### src/rtl/booth_mul_pkg.sv
package booth_mul_pkg;

  // Selection of the partial-product multiple for one radix-4 digit.
  typedef struct packed {
    logic neg;   // subtract the selected magnitude
    logic one;   // magnitude M
    logic two;   // magnitude 2M
  } booth_sel_t;

endpackage

### src/rtl/booth_digit_recoder.sv
module booth_digit_recoder
  import booth_mul_pkg::*;
(
  input  logic [2:0]  window,
  output booth_sel_t  sel
);

  // digit = -2*window[2] + window[1] + window[0]
  always_comb begin
    sel = '0;
    unique case (window)
      3'b000, 3'b111: sel = '0;
      3'b001, 3'b010: sel = '{neg: 1'b0, one: 1'b1, two: 1'b0};
      3'b011:         sel = '{neg: 1'b0, one: 1'b0, two: 1'b1};
      3'b100:         sel = '{neg: 1'b1, one: 1'b0, two: 1'b1};
      3'b101, 3'b110: sel = '{neg: 1'b1, one: 1'b1, two: 1'b0};
      default:        sel = '0;
    endcase
  end

endmodule

### src/rtl/booth_multiple_gen.sv
module booth_multiple_gen
  import booth_mul_pkg::*;
#(
  parameter int W = 8
) (
  input  logic [W-1:0] mcand,
  input  booth_sel_t   sel,
  output logic [W+1:0] multiple
);

  localparam int AW = W + 2;

  logic [AW-1:0] ext;
  logic [AW-1:0] mag;

  always_comb begin
    ext = {{2{mcand[W-1]}}, mcand};
    if (sel.two)      mag = {ext[AW-2:0], 1'b0};
    else if (sel.one) mag = ext;
    else              mag = '0;
    multiple = sel.neg ? (~mag + AW'(1)) : mag;
  end

endmodule

### src/rtl/booth_step_unit.sv
module booth_step_unit #(
  parameter int W = 8
) (
  input  logic [W+1:0] acc,
  input  logic [W-1:0] mq,
  input  logic [W+1:0] multiple,
  output logic [W+1:0] acc_next,
  output logic [W-1:0] mq_next,
  output logic         qx_next
);

  localparam int AW = W + 2;

  logic [AW-1:0] sum;

  always_comb begin
    sum      = acc + multiple;
    // arithmetic shift right by two across {sum, mq}
    acc_next = {sum[AW-1], sum[AW-1], sum[AW-1:2]};
    mq_next  = {sum[1:0], mq[W-1:2]};
    qx_next  = mq[1];
  end

endmodule

### src/rtl/booth_radix4_mul.sv
module booth_radix4_mul
  import booth_mul_pkg::*;
#(
  parameter int W = 8
) (
  input  logic           clk,
  input  logic           rst,
  input  logic           start,
  input  logic [W-1:0]   mcand_in,
  input  logic [W-1:0]   mplier_in,
  output logic           busy,
  output logic           done,
  output logic [2*W-1:0] product
);

  localparam int STEPS = W / 2;
  localparam int CNT_W = (STEPS > 1) ? $clog2(STEPS) : 1;
  localparam int AW    = W + 2;

  logic [AW-1:0]    acc_q;
  logic [W-1:0]     mq_q;
  logic             qx_q;
  logic [W-1:0]     mcand_q;
  logic [CNT_W-1:0] step_q;

  booth_sel_t    sel;
  logic [AW-1:0] multiple;
  logic [AW-1:0] acc_d;
  logic [W-1:0]  mq_d;
  logic          qx_d;

  booth_digit_recoder u_recoder (
    .window ({mq_q[1:0], qx_q}),
    .sel    (sel)
  );

  booth_multiple_gen #(.W(W)) u_multiple (
    .mcand    (mcand_q),
    .sel      (sel),
    .multiple (multiple)
  );

  booth_step_unit #(.W(W)) u_step (
    .acc      (acc_q),
    .mq       (mq_q),
    .multiple (multiple),
    .acc_next (acc_d),
    .mq_next  (mq_d),
    .qx_next  (qx_d)
  );

  always_ff @(posedge clk) begin
    if (rst) begin
      busy    <= 1'b0;
      done    <= 1'b0;
      product <= '0;
      acc_q   <= '0;
      mq_q    <= '0;
      qx_q    <= 1'b0;
      mcand_q <= '0;
      step_q  <= '0;
    end else begin
      done <= 1'b0;
      if (!busy) begin
        if (start) begin
          busy    <= 1'b1;
          acc_q   <= '0;
          mq_q    <= mplier_in;
          qx_q    <= 1'b0;
          mcand_q <= mcand_in;
          step_q  <= '0;
        end
      end else begin
        acc_q  <= acc_d;
        mq_q   <= mq_d;
        qx_q   <= qx_d;
        step_q <= step_q + CNT_W'(1);
        if (step_q == CNT_W'(STEPS - 1)) begin
          busy    <= 1'b0;
          done    <= 1'b1;
          product <= {acc_d[W-1:0], mq_d};
        end
      end
    end
  end

endmodule

### config.mk
export PLATFORM = sky130hd
export DESIGN_NAME = booth_radix4_mul
export DESIGN_NICKNAME = d
export VERILOG_FILES = /design/src/rtl/booth_mul_pkg.sv /design/src/rtl/booth_digit_recoder.sv /design/src/rtl/booth_multiple_gen.sv /design/src/rtl/booth_step_unit.sv /design/src/rtl/booth_radix4_mul.sv
export SDC_FILE = /design/constraint.sdc
export NUM_CORES = 1
export LEC_CHECK = 0
export ABC_AREA = 1
export BUFFER_PORTS_ARGS = -buffer_cell sky130_fd_sc_hd__buf_2
export CAP_MARGIN = 15
export CORE_MARGIN = 5
export CORE_UTILIZATION = 41
export CTS_CLUSTER_SIZE = 24
export DETAILED_ROUTE_END_ITERATION = 8
export PLACE_DENSITY = 0.69
export SLEW_MARGIN = 20
export SYNTH_ARGS = -nofsm -noshare
export SYNTH_HDL_FRONTEND = slang
export SYNTH_SLANG_ARGS = --single-unit
### constraint.sdc
create_clock -name clk -period 3 [get_ports clk]
set_clock_uncertainty 0.15 [all_clocks]
set_input_delay 0.45 -clock clk [delete_from_list [all_inputs] [get_ports clk]]
set_output_delay 0.45 -clock clk [all_outputs]
set_load 0.05 [all_outputs]
* After elaboration in Yosys (flattened, before gate mapping)
Memories as Yosys holds them, arrays and structs flattened. A register that Yosys moved wholly into a read port is not among the register bits. Index checks and enable logic that the tools add are counted.
Storage, ports and cells: flip-flop bits (word level) 47, bits in latches 0, bits in writable memories 0, memory bits (read-only) 24, output and inout port bits 18, logic and storage cells 36, memories kept 1
Operators by class: add/subtract/negate cells 3, multipliers 0, divide/modulo/power cells 0, magnitude comparators 0, equality and inequality tests 1, shift-type cells 0, multiplexer cells 17, bitwise logic cells 2, reductions and logical operators 4
Memories:
- (name not given) | depth 8, width 3, read ports 1, clocked after Yosys merged registers in 1, write ports 0, RTL line booth_digit_recoder.sv:11 | unique case (window)
Operators with widths (count):
- $mux 10 | 5
- $mux 8 | 2
- $add 10x1->10 const B | 1
- $add 10x10->10 | 1
- $not 10->10 | 1
- $mux 1 | 6
- $mux 3 | 2
- $mux 2 | 2
- $reduce_and 2->1 | 2
- $add 2x1->2 const B | 1
- $eq 2x2->1 const B | 1
- $reduce_bool 2->1 | 1
- $reduce_or 2->1 | 1
- $not 1->1 | 1

* Logic depth before layout (Yosys ltp)
depth after elaboration 9, gate-level depth with buffers 19, gate-level depth less buffers 18

* Cells and area by module
A second synthesis with hierarchy kept.
Unflattened totals: cell total of the unflattened synthesis 410, area total of the unflattened synthesis 2869.0 um^2
Modules (own cells, without submodules):
- booth_radix4_mul | times used 1, cells an instance 230, area each 1828.0 um^2, sequential area each 940.9 um^2
- booth_step_unit | times used 1, cells an instance 94, area each 536.8 um^2, sequential area each 0.0 um^2
- booth_multiple_gen | times used 1, cells an instance 77, area each 452.9 um^2, sequential area each 0.0 um^2
- booth_digit_recoder | times used 1, cells an instance 9, area each 51.3 um^2, sequential area each 0.0 um^2

* Least setup slack after synthesis
OpenSTA, ideal clock, no wires.
path kind register -> register, start point reg u_recoder.sel[1] (netlist name), end point reg acc_q[5], setup time 0.070 ns, arrival time 2.504 ns, data required time 2.780 ns, slack 0.276 ns, cell stages (with the launch flop) 18, path buffers 1, cells stage by stage dfxtp_1 clkbuf_1 nand2_1 nand2_1 nand2_1 ha_1 nor2_1 xor2_1 inv_1 ha_1 a21oi_1 o21ai_0 a21oi_1 nor2_1 nor2_1 xor2_1 nand2_1 a21oi_1
RTL lines:
- to (signal assigned) | RTL line booth_radix4_mul.sv:57 | acc_q <= '0;
- to (signal assigned) | RTL line booth_radix4_mul.sv:67 | acc_q <= '0;
- to (signal assigned) | RTL line booth_radix4_mul.sv:74 | acc_q <= acc_d;
- to (decl) | RTL line booth_radix4_mul.sv:20 | logic [AW-1:0] acc_q;

==> results.cfg <==
[run_status]
outcome = finished clean

[clock_tree]
cts-buffers-inserted = 5
htreeDepth = 2
hold_buffers = 0
cts.sinks = 48
cts_tree = built
clk_transition_reported_paths_ns = 0.09
cts-root-buf = clkbuf_8
clk_latency_ns = 0.30
clockBufferDepth = 2

[routing]
drc = 0
routed_via_density = 4.93
postRouteAntennaNets = 0
wire_per_inst_um = 11.6
drt_iter0_drc = 104
dr_total_vias = 2304
drt_pass1_iterations = 4
totalWireLength_um = 5400

[global_route]
overflow = 0
grt_max_degree = 22
met3_usage_pct = 3.04
grtUsageMet2_pct = 26.0
grt_use_met1_pct = 18.0
grt_busiest_layer = met2
grt_pass1_vias = 2196
antenna_found_initial = 0
grt_first_pass_wirelength_um = 9450
track_usage_pct = 14.9

[synthesis]
synthFlopType = dfxtp_1
yosys_warnings = 0
postSynth.asyncResetShare_pct = 0
synth.distinct_cells = 29
syn-num-nets = 390
synth_seq_area_share_pct = 37.5
synth-seq-cells = 48
synth_cells = 356
synth_area_mm2 = 0.00256
avgSynthCellArea_um2 = 7.20
synth-edff-count = 0

[final_layout]
drive_above_1_share_pct = 18.6
final_util_pct = 48.7
final_nets = 425
antenna_cells = 0
final_area_mm2 = 0.00292
area_delta_synth_final_pct = 13.7

[floorplan]
rows = 28
die_w_um = 89.1
start_util_pct = 42.8
io_pins = 37
dieArea_mm2 = 0.00793
coreArea_mm2 = 0.00599
die_y_um = 89.1

[power_and_ir_drop]
power_mw = 1.32
power_leakage_nw = 1.50
vdd_drop_max_mv = 0.302
power_density_mw_per_mm2 = 452

[sta]
maxSlewHeadroom_pct = 44.4
setup_viol = 0
post-route-period-util_pct = 90.6
max_freq_mhz = 368
hold_viol_final = 0
setup_tns_ns = 0
worst_pin_slew_ns = 0.830
fin_crit_ns = 2.72
drv_slew = 0
rsz0062_at_grt = no

[placement]
port-buffer-count = 36
place_hpwl_um = 4140
globalplace.congestion = 0.836
dpl_cell_area_mm2 = 0.00278

[critical_path]
reg2reg_setup_slack_ns = 0.28
critPathArrivalTime_ns = 2.77
end_kind = register
critPathRequiredTime_ns = 3.05
cp_max_fo = 12
start_kind = register
worstSetupPathType = register to register
r2r-start = u_recoder.sel[0]
r2r_cells = 17
reg2reg_to = product[15]

[worst_hold_path]
min_path_type = primary input to register
holdPathEnd = mcand_q[6]
hold_start = mcand_in[6]
min_path_cells = 3

[job]
max-cap-violations = 0
## cell usage in the layout, fill, tap and decap left out, types with 4 or more instances in the layout
| cell | count |
|---|---|
| inv_1 | 37 |
| o21ai_0 | 15 |
| o21ai_2 | 4 |
| buf_2 | 36 |
| dfxtp_1 | 47 |
| a21oi_1 | 20 |
| nand3_2 | 6 |
| buf_4 | 6 |
| xor2_1 | 10 |
| clkbuf_8 | 6 |
| ha_1 | 12 |
| nor2_1 | 24 |
| nand2_1 | 108 |
| nand3_1 | 29 |
## power by group
group | total, mW | switching (mW) | internal, mW
registers | 0.685 | 0.0222 | 0.663
logic | 0.235 | 0.148 | 0.0865
clock network | 0.399 | 0.212 | 0.187
## how the worst max path moves through the flow
stage	startpoint	endpoint	slack [ns]	cells past startpoint
4_1_cts	u_recoder.sel[0]	acc_q[5]	0.08	16
2_1_floorplan	u_recoder.sel[1]	acc_q[5]	0.28	17
3_5_place_dp	u_recoder.sel[0]	acc_q[5]	0.11	17
5_1_grt	u_recoder.sel[0]	acc_q[5]	0.01	17
6_report	u_recoder.sel[0]	product[15]	0.28	17
3_3_place_gp	u_recoder.sel[0]	acc_q[5]	0.21	17
## Yosys cell counts (all sizes together), types with 2 or more instances
master  count  area share [%]
nand2     110              16
dfxtp      48              37
inv        39             5.7
nand3      35             8.0
nor2       27             4.1
a21oi      23             4.6
o21ai      20             4.5
ha         14             6.8
clkbuf     10             2.2
xor2       10             3.4
buf         4             1.5
o221ai      3             1.0
xnor2       3             1.0
a22oi       2            0.59
a31oi       2            0.49
## metal layers
layer	share of wire, %	up-vias
li1	-	1210
met1	46	1051
met2	48	35
met3	4.1	8
met4	1.7	0
met5	0	-
## cell families (layout without fill, tap and decap cells)
kind of cell	Yosys count	after routing	share of synthesized area [%]
AND/OR/NAND/NOR	174	174	28.9
AO/OA/AOI/OAI	53	53	12.2
buffers and inverters	53	89	9.42
flip-flops	48	48	37.5
adder cells (fa/ha/maj)	15	15	7.61
XOR/XNOR	13	13	4.44
## critical path: stages (launching register included)
cell and delay [ns]:
dfxtp_4 0.38, inv_6 0.10, nand3_2 0.10, ha_1 0.23
nand3_1 0.13, nor2_2 0.06, a21oi_1 0.15, xor2_1 0.15
inv_1 0.05, ha_1 0.30, inv_2 0.06, o21bai_1 0.19
a31oi_1 0.11, nand3_1 0.12, buf_4 0.12, nand3_2 0.08
nand3_1 0.08, nand2_1 0.06
## flip-flops by register name, indices dropped and copies added, names as in the netlist
signal and count:
acc_q 8, mcand_q 8, mq_q 8, step_q 2, product 16, busy 1
qx_q 1, done 1, u_recoder.sel 3
## timing repair
action	in CTS	in global routing
endpoints found under the setup margin	0	10
resized for setup	0	12
hold endpoints to repair	0	0
buffers inserted	0	1
## metrics by stage
| stage | hold slack, ns | setup slack, ns | cells |
|---|---|---|---|
| 3_5_place_dp | 0.308 | 0.106 | 458 |
| 3_3_place_gp | 0.302 | 0.209 | 458 |
| 2_1_floorplan | 0.282 | 0.276 | 356 |
| 4_1_cts | 0.241 | 0.0817 | 466 |
| 5_1_grt | 0.243 | 0.0121 | 467 |
| 6_report | 0.245 | 0.283 | 467 |
## area by class of cell
class | instances | area (um^2)
Tap cell | 75 | 93.8
Clock buffer | 7 | 86.3
Timing Repair Buffer | 42 | 225
Clock inverter | 1 | 7.51
Inverter | 39 | 151
Sequential cell | 48 | 965
Multi-Input combinational cell | 255 | 1390
Fill cell | 596 | 3080
No activity file was read; power rests on OpenSTA's default activity.
